### src/rtl/dma_agent_pkg.sv
package dma_agent_pkg;

    typedef enum logic [1:0] {
        ST_READY = 2'd0,
        ST_ISSUE = 2'd1,
        ST_AWAIT = 2'd2
    } agent_state_e;

    localparam logic [1:0] MSG_DMA_RD = 2'b01;
    localparam logic [1:0] MSG_DMA_WR = 2'b10;
    localparam logic [1:0] RSP_DATA   = 2'b01;
    localparam logic [1:0] RSP_ACK    = 2'b10;

endpackage

### src/rtl/dma_agent_fsm.sv
module dma_agent_fsm
    import dma_agent_pkg::*;
(
    input  logic clk,
    input  logic rst_n,
    input  logic job_valid,
    input  logic req_ready,
    input  logic rsp_hit,
    output logic job_ready,
    output logic capture,
    output logic req_valid,
    output logic awaiting
);

    agent_state_e state_q, state_d;

    always_ff @(posedge clk) begin
        if (!rst_n) state_q <= ST_READY;
        else        state_q <= state_d;
    end

    always_comb begin
        state_d   = state_q;
        job_ready = 1'b0;
        capture   = 1'b0;
        req_valid = 1'b0;
        awaiting  = 1'b0;
        unique case (state_q)
            ST_READY: begin
                job_ready = 1'b1;
                if (job_valid) begin
                    capture = 1'b1;
                    state_d = ST_ISSUE;
                end
            end
            ST_ISSUE: begin
                req_valid = 1'b1;
                if (req_ready) state_d = ST_AWAIT;
            end
            ST_AWAIT: begin
                awaiting = 1'b1;
                if (rsp_hit) state_d = ST_READY;
            end
            default: state_d = ST_READY;
        endcase
    end

    assert_accept_issues_R2: assert property (@(posedge clk) disable iff (!rst_n)
        (job_valid && job_ready) |=> (req_valid && !job_ready));

    assert_taken_drops_R5: assert property (@(posedge clk) disable iff (!rst_n)
        (req_valid && req_ready) |=> !req_valid);

    assert_ready_idle_R2: assert property (@(posedge clk) disable iff (!rst_n)
        job_ready |-> !req_valid && !awaiting);

endmodule

### src/rtl/dma_agent_slice.sv
module dma_agent_slice #(
    parameter int LINE_BYTES = 8,
    parameter int OFF_W      = $clog2(LINE_BYTES),
    parameter int LEN_W      = $clog2(LINE_BYTES) + 1
) (
    input  logic [LINE_BYTES*8-1:0] line,
    input  logic [OFF_W-1:0]        offset,
    input  logic [LEN_W-1:0]        len,
    output logic [LINE_BYTES*8-1:0] bytes_out
);

    logic [LINE_BYTES*8-1:0] shifted;

    assign shifted = line >> {offset, 3'b000};

    for (genvar i = 0; i < LINE_BYTES; i++) begin : g_byte
        assign bytes_out[i*8 +: 8] = (LEN_W'(i) < len) ? shifted[i*8 +: 8] : 8'h00;
    end

endmodule

### src/rtl/dma_agent.sv
module dma_agent
    import dma_agent_pkg::*;
#(
    parameter int ADDR_W     = 32,
    parameter int LINE_BYTES = 8,
    parameter int DEST_W     = 2,
    parameter int LEN_W      = $clog2(LINE_BYTES) + 1
) (
    input  logic                    clk,
    input  logic                    rst_n,
    input  logic                    job_valid,
    output logic                    job_ready,
    input  logic                    job_write,
    input  logic [ADDR_W-1:0]       job_addr,
    input  logic [LEN_W-1:0]        job_len,
    input  logic [LINE_BYTES*8-1:0] job_data,
    output logic                    req_valid,
    input  logic                    req_ready,
    output logic [1:0]              req_type,
    output logic [ADDR_W-1:0]       req_addr,
    output logic [LEN_W-1:0]        req_len,
    output logic [LINE_BYTES*8-1:0] req_data,
    output logic [DEST_W-1:0]       req_dest,
    input  logic                    rsp_valid,
    input  logic [1:0]              rsp_type,
    input  logic [ADDR_W-1:0]       rsp_addr,
    input  logic [LINE_BYTES*8-1:0] rsp_data,
    output logic                    rd_valid,
    output logic [LINE_BYTES*8-1:0] rd_data,
    output logic                    wr_done,
    output logic                    err
);

    localparam int LINE_W = LINE_BYTES * 8;
    localparam int OFF_W  = $clog2(LINE_BYTES);
    localparam logic [ADDR_W-1:0] LINE_MASK = ~ADDR_W'((1 << OFF_W) - 1);

    logic              capture, awaiting, rsp_hit, rsp_bad, kind_ok, line_ok;
    logic              write_q;
    logic [ADDR_W-1:0] addr_q;
    logic [LEN_W-1:0]  len_q;
    logic [LINE_W-1:0] data_q, sliced;

    dma_agent_fsm u_fsm (
        .clk       (clk),
        .rst_n     (rst_n),
        .job_valid (job_valid),
        .req_ready (req_ready),
        .rsp_hit   (rsp_hit),
        .job_ready (job_ready),
        .capture   (capture),
        .req_valid (req_valid),
        .awaiting  (awaiting)
    );

    always_ff @(posedge clk) begin
        if (!rst_n) begin
            write_q <= 1'b0;
            addr_q  <= '0;
            len_q   <= '0;
            data_q  <= '0;
        end else if (capture) begin
            write_q <= job_write;
            addr_q  <= job_addr;
            len_q   <= job_len;
            data_q  <= job_data;
        end
    end

    assign req_type = write_q ? MSG_DMA_WR : MSG_DMA_RD;
    assign req_addr = addr_q;
    assign req_len  = len_q;
    assign req_data = data_q;
    assign req_dest = addr_q[OFF_W +: DEST_W];

    assign line_ok = (rsp_addr & LINE_MASK) == (addr_q & LINE_MASK);
    assign kind_ok = write_q ? (rsp_type == RSP_ACK) : (rsp_type == RSP_DATA);
    assign rsp_hit = rsp_valid && awaiting && line_ok && kind_ok;
    assign rsp_bad = rsp_valid && !rsp_hit;

    dma_agent_slice #(
        .LINE_BYTES (LINE_BYTES),
        .OFF_W      (OFF_W),
        .LEN_W      (LEN_W)
    ) u_slice (
        .line      (rsp_data),
        .offset    (addr_q[OFF_W-1:0]),
        .len       (len_q),
        .bytes_out (sliced)
    );

    always_ff @(posedge clk) begin
        if (!rst_n) begin
            rd_valid <= 1'b0;
            wr_done  <= 1'b0;
            err      <= 1'b0;
            rd_data  <= '0;
        end else begin
            rd_valid <= rsp_hit && !write_q;
            wr_done  <= rsp_hit && write_q;
            err      <= rsp_bad;
            if (rsp_hit && !write_q) rd_data <= sliced;
        end
    end

    assert_req_hold_R5: assert property (@(posedge clk) disable iff (!rst_n)
        (req_valid && !req_ready) |=> (req_valid && $stable(req_addr) && $stable(req_type)
                                       && $stable(req_len) && $stable(req_data)));

    assert_done_exclusive_R9: assert property (@(posedge clk) disable iff (!rst_n)
        $onehot0({rd_valid, wr_done, err}));

    assert_done_needs_rsp_R6: assert property (@(posedge clk) disable iff (!rst_n)
        (rsp_valid && !awaiting) |=> (!rd_valid && !wr_done));

    assert_done_frees_R8: assert property (@(posedge clk) disable iff (!rst_n)
        (rd_valid || wr_done) |-> job_ready);

    assert_err_holds_job_R9: assert property (@(posedge clk) disable iff (!rst_n)
        (rsp_valid && awaiting && !rsp_hit) |=> !job_ready);

endmodule

### config.mk
export PLATFORM = sky130hd
export DESIGN_NAME = dma_agent
export DESIGN_NICKNAME = d
export VERILOG_FILES = /design/src/rtl/dma_agent_pkg.sv /design/src/rtl/dma_agent_fsm.sv /design/src/rtl/dma_agent_slice.sv /design/src/rtl/dma_agent.sv
export SDC_FILE = /design/constraint.sdc
export NUM_CORES = 1
export LEC_CHECK = 0
export BUFFER_PORTS_ARGS = -buffer_cell sky130_fd_sc_hd__buf_2
export CELL_PAD_IN_SITES_DETAIL_PLACEMENT = 1
export CELL_PAD_IN_SITES_GLOBAL_PLACEMENT = 2
export CORE_ASPECT_RATIO = 1.2
export CORE_MARGIN = 2
export CORE_UTILIZATION = 28
export CTS_CLUSTER_DIAMETER = 200
export DETAILED_ROUTE_END_ITERATION = 16
export PLACE_DENSITY_LB_ADDON = 0.08
export SLEW_MARGIN = 10
export SYNTH_ARGS = -nofsm -noshare
export SYNTH_HDL_FRONTEND = slang
export SYNTH_HIERARCHICAL = 1
export SYNTH_SLANG_ARGS = --single-unit
### constraint.sdc
create_clock -name clk -period 2 [get_ports clk]
set_clock_uncertainty 0.15 [all_clocks]
set_input_delay 0.1 -clock clk [delete_from_list [all_inputs] [get_ports clk]]
set_output_delay 0.1 -clock clk [all_outputs]
set_load 0.01 [all_outputs]
# Yosys cells after proc, flatten, opt, wreduce, memory -nomap -nowiden
# Index checks and enable logic that the tools add are counted.
# Widths: inputs -> output; s select.
[word_totals]
out_inout_bits = 173
reg_bits = 170
inputBits = 204
elab_cells = 55
[classes]
reduce_logical = 10
muxes = 19
magnitude_cmp = 8
eq_ne = 8
shifts = 1
[ops]
columns = ["op", "count"]
rows = [
  ["$mux 8", 8],
  ["$shr 64x6->64", 1],
  ["$eq 29x29->1", 1],
  ["$lt 3x4->1 const A", 4],
  ["$lt 1x4->1 const A", 2],
  ["$lt 2x4->1 const A", 2],
  ["$mux 2", 4],
  ["$logic_and 1x1->1", 6],
  ["$mux 1", 6],
  ["$ne 2x2->1 const B", 3],
  ["$pmux 2 s3", 1],
  ["$eq 2x1->1 const B", 2],
  ["$eq 2x2->1 const B", 2],
  ["$reduce_and 3->1", 1],
  ["$logic_not 1->1", 2],
  ["$logic_not 2->1", 1],
]

# Depth between registers and ports, before layout
[logic_depth]
word_depth = 7
depth_mapped = 8

# Modules after synthesis
# The synthesis kept the hierarchy.
[by_module_without_submodules]
columns = ["module", "area_per_inst_um2", "seq_area_each_um2", "cells_per_inst", "instances"]
rows = [
  ["dma_agent", 6792.8, 3363.2, 689, 1],
  ["dma_agent_slice", 1958.1, 0.0, 227, 1],
  ["dma_agent_fsm", 111.4, 40.0, 12, 1],
]

# Worst setup path after synthesis
# OpenSTA, ideal clock, no wires.
[synth_timing]
kind = "register -> register"
start = "reg addr_q[26], in the netlist req_addr[26]"
end = "reg rd_data[13]"
n_path_buf = 1
path_stages_with_launch = 7
setup_time_ps = 132
t_required_ps = 1718
t_arrival_ps = 1606
setup_slack_ps = 111
path_cell_list = "dfxtp_1 xor2_1 nor4_2 nand4_2 clkbuf_1 o31ai_1 a21oi_1"
[synth_via]
elab_chain_len = 4
[synth_rtl]
columns = ["item", "line", "source"]
rows = [
  ["from (decl)", "dma_agent.sv:40", "logic [ADDR_W-1:0] addr_q;"],
  ["from (signal assigned)", "dma_agent.sv:64", "addr_q <= job_addr;"],
  ["$eq 29x29->1", "dma_agent.sv:76", "assign line_ok = (rsp_addr & LINE_MASK) == (addr_q & LINE_MASK);"],
  ["$logic_and 1x1->1 (2 in series)", "dma_agent.sv:78", "assign rsp_hit = rsp_valid && awaiting && line_ok && kind_ok;"],
  ["$logic_and 1x1->1", "dma_agent.sv:102", "if (rsp_hit && !write_q) rd_data <= sliced;"],
  ["to (signal assigned)", "dma_agent.sv:102", ""],
  ["to (decl)", "dma_agent.sv:29", "output logic [LINE_BYTES*8-1:0] rd_data,"],
]
# Every way passes these cells.
# A chain may end at the register's enable or synchronous reset.

# Worst setup path in the final report
[layout_timing]
start = "reg addr_q[18], in the netlist req_addr[18]"
end = "reg rd_data[37]"
# The elaborated chain is that of the path after synthesis.

==> metrics.md <==
| Metric | Value |
|---|---|
| Clk buf depth | 2 |
| Max-cap viol count | 0 |
| Core area | 0.03127 mm2 |
| I/O pin count | 377 |
| Root buffer cell | clkbuf_16 |
| RSZ-0062 raised after global routing | true |
| Place WS | -0.2052 ns |
| DR vias | 9,408 |
| PwrDens | 676.8 mW/mm2 |
| First-pass GRT wire length | 59,000 um |
| Comb power frac | 0.235 |
| First-pass DRT Iterations | 5 |
| CP startpoint | req_addr[18] |
| Cell internal pwr | 6.695 mW |
| Total GRT Usage | 0.2282 |
| Drt wl/cell | 21.26 um |
| Worst r2r src | req_addr[18] |
| CTS Buf Count | 17 |
| Commonest non-fill, non-tap cell in the layout | buf_2 |
| Largest net degree at the start of global routing | 71 |
| Die area | 0.03310 mm2 |
| Hold_sp | rsp_data[53] |
| IO buf count | 373 |
| Synth Net Count | 1,132 |
| Yosys reg bits | 170 |
| Layout cell share with drive strength beyond 1 | 0.4381 |
| Reg2reg path depth | 8 |
| Leak Pwr | 6.384 nW |
| Outcome | complete, but fails checks |
| Sinks on Clock Net | 170 |
| Cell chain of the critical path | xor2_1, nor4_2, buf_4, nand4_1, buf_6, buf_12, o31ai_2, a21oi_1 |
| Nets | 1,661 |
| Ys Warns | 6 |
| Total power | 9.497 mW |
| # setup viols final | 55 |
| Clock power frac | 0.380 |
| Final WL | 39,800 um |
| Worst-path clk slew | 0.07 ns |
| DRC | 0 |
| Reg power frac | 0.384 |
| Most frequent cells in the layout | 374 x buf_2, 162 x dfxtp_1, 124 x nor2_1, 120 x mux2i_1, 118 x dlygate4sd3_1 |
| Switch share | 0.2951 |
| Gpl congestion | 0.8415 |
| Vias in the first global route | 10,020 |
| Slowest-stage cell, CP | dfxtp_1 |
| Startpoint Class | flip-flop |
| Initial antenna violation count | 4 |
| Row count | 71 |
| Mean Syn Cell Area | 9.550 um2 |
| Cells on Worst Hold Path | 5 |
| Syn Inst Count | 928 |
| Vias per cell | 5.026 |
| Final antenna-violating net count | 0 |
| Critical path class | flip-flop to flip-flop |
| CP Data Required Time | 2.16 ns |
| Hold Fails Final Rpt | 0 |
| Fin crit share | 1.046 |
| Mapped Area | 0.008862 mm2 |
| Max VDD drop | 0.4643 mV |
| Layout Cells excl Fill | 1,872 |
| Max transition margin | 0.7015 |
| P&R area growth vs syn | 58.34% |
| Die Y | 198.9 um |
| Min Clock Period, post-route | 2.092 ns |
| Violated checks | negative setup slack |
| Placed Area | 0.01172 mm2 |
| Max Slew Vio Count | 0 |
| Grt total ovfl | 0 |
| CTS tree | done |
| Placed cell count | 1,712 |
| DR iter-0 viols | 406 |
| Critical Path AT | 2.25 ns |
| CTS H-tree lvls | 4 |
| Sequential share of the synthesized area | 0.3840 |
| Detail Placement HPWL | 28,780 um |
| Die width | 166.4 um |
| Initial core utilization | 0.2834 |
| Least-Margin Pin Slew | 0.4458 ns |
| CP Capture Type | flip-flop |
| Cell area after layout | 0.01403 mm2 |
| Worst min path class | input pin to flip-flop |
| Critical Path Fanout Max | 40 |
| Crit path largest cell delay | 0.33 ns |
| Distinct cells, synth | 55 |
| Net Sw Power | 2.802 mW |
| Final setup margin | -0.09170 ns |
| Max Fclk | 0.4781 GHz |
| Clk_lat worst skew | 0.44 ns |
[worst paths after layout]
| path | to | slack [ns] |
|---|---|---|
| worst max-delay path | rd_data[37] | -0.09 |
| worst min-delay path | rd_data[45] | 0.03 |
| worst max register to register | rd_data[37] | -0.09 |
| worst min register to register | rd_data[14] | 0.32 |
[layout make-up]
type / instances / area [um2]
clock inverter: 13 / 187.7
multi-input combinational: 650 / 5164
fill: 3623 / 17240
sequential: 170 / 3416
clock buffer: 19 / 442.9
timing repair buffer: 605 / 4267
inverter: 13 / 51.30
antenna: 1 / 2.502
tap: 401 / 501.7
[power groups by stage]
stage	Combinational (mW)	Sequential, mW	Clock (mW)
2_1_floorplan	0.995	3.78	0
3_3_place_gp	1.98	3.71	0
3_5_place_dp	1.99	3.72	0
4_1_cts	2.20	3.65	3.73
5_1_grt	2.41	3.67	3.86
6_report	2.23	3.65	3.61
[cells by family (layout without fill, tap and decap cells)]
logic type             after synthesis  after routing  share of synthesized area
AO/OA/AOI/OAI                      187            187                     0.1408
XOR/XNOR                            29             29                    0.02866
buffers and inverters              108            650                    0.06706
flip-flops                         170            170                     0.3840
multiplexers                       179            179                     0.2296
other                                0              1                          0
AND/OR/NAND/NOR                    255            255                     0.1499
[cells in the mapped netlist (all sizes together)]
master,number,area (um2)
buf,62,420.4
nor3,2,20.02
nand4,66,419.2
inv,13,48.80
a32o,1,11.26
nor4b,1,23.77
and2b,2,15.01
and2,9,56.30
nor2b,10,70.06
o21bai,1,7.510
nand3,1,5.000
nor2,124,465.5
o21a,1,7.510
or3,1,6.260
a211oi,1,7.510
mux4,11,274.0
dfxtp,170,3403
nor3b,2,25.02
and4,2,17.52
a311oi,8,70.07
nand2,18,67.56
or2,3,18.77
o2111ai,1,8.760
and3b,1,8.760
xor2,28,245.2
a31oi,1,6.260
nor4,8,77.57
a22oi,3,22.52
o2bb2ai,8,70.07
mux2i,120,1201
clkbuf,33,125.1
or2b,1,7.510
a222oi,5,50.05
o31ai,64,480.5
a21oi,74,370.4
o22ai,16,100.1
mux2,48,559.3
a21o,1,7.510
nand2b,3,18.77
and3,1,6.260
o2111a,1,11.26
o41ai,1,16.27
xnor2,1,8.760
[state kept, by name, summed over array words and instances, names as in the netlist, 2 cells and up]
signal	flops
rd_data	64
req_addr	32
req_data	64
req_len	4
u_fsm/state_q	2
[layer usage]
layer  routed length (um)  up-vias  global-route usage  part of all wire
met1                15990     4563              0.2592              0.40
met4                  906        4             0.06673             0.023
met3                 2356       49             0.05730             0.059
met5                   27        -                   0           0.00068
li1                     -     4476                   -                 -
met2                20520      316              0.4219              0.52
[critical path: cells and delay by family (launching register included)]
kind            cells  cell delay [ns]
xor+xnor            1             0.17
compound gates      2             0.35
buf+inv             3             0.53
simple gates        2             0.41
flops               1             0.33
[per-stage QoR]
stage               hold WS, ns  TNS (ns)    util
floorplan               0.06379         0       -
CTS                     0.01380    -4.751  0.4375
finish                  0.03439    -2.913  0.4487
global placement         0.1803    -7.792  0.3748
detailed placement       0.1936    -10.09  0.3748
global route            0.03026    -12.08  0.4487
[repair_timing]
action                     in CTS  in global routing
buffers inserted                2                  2
pin swaps                       7                 11
setup endpoints to repair      69                 69
gates cloned                    1                  4
hold buffers                  118                  0
gates resized for setup        23                 48
hold endpoints to repair      121                  0
(Power assumes the default switching activity.)
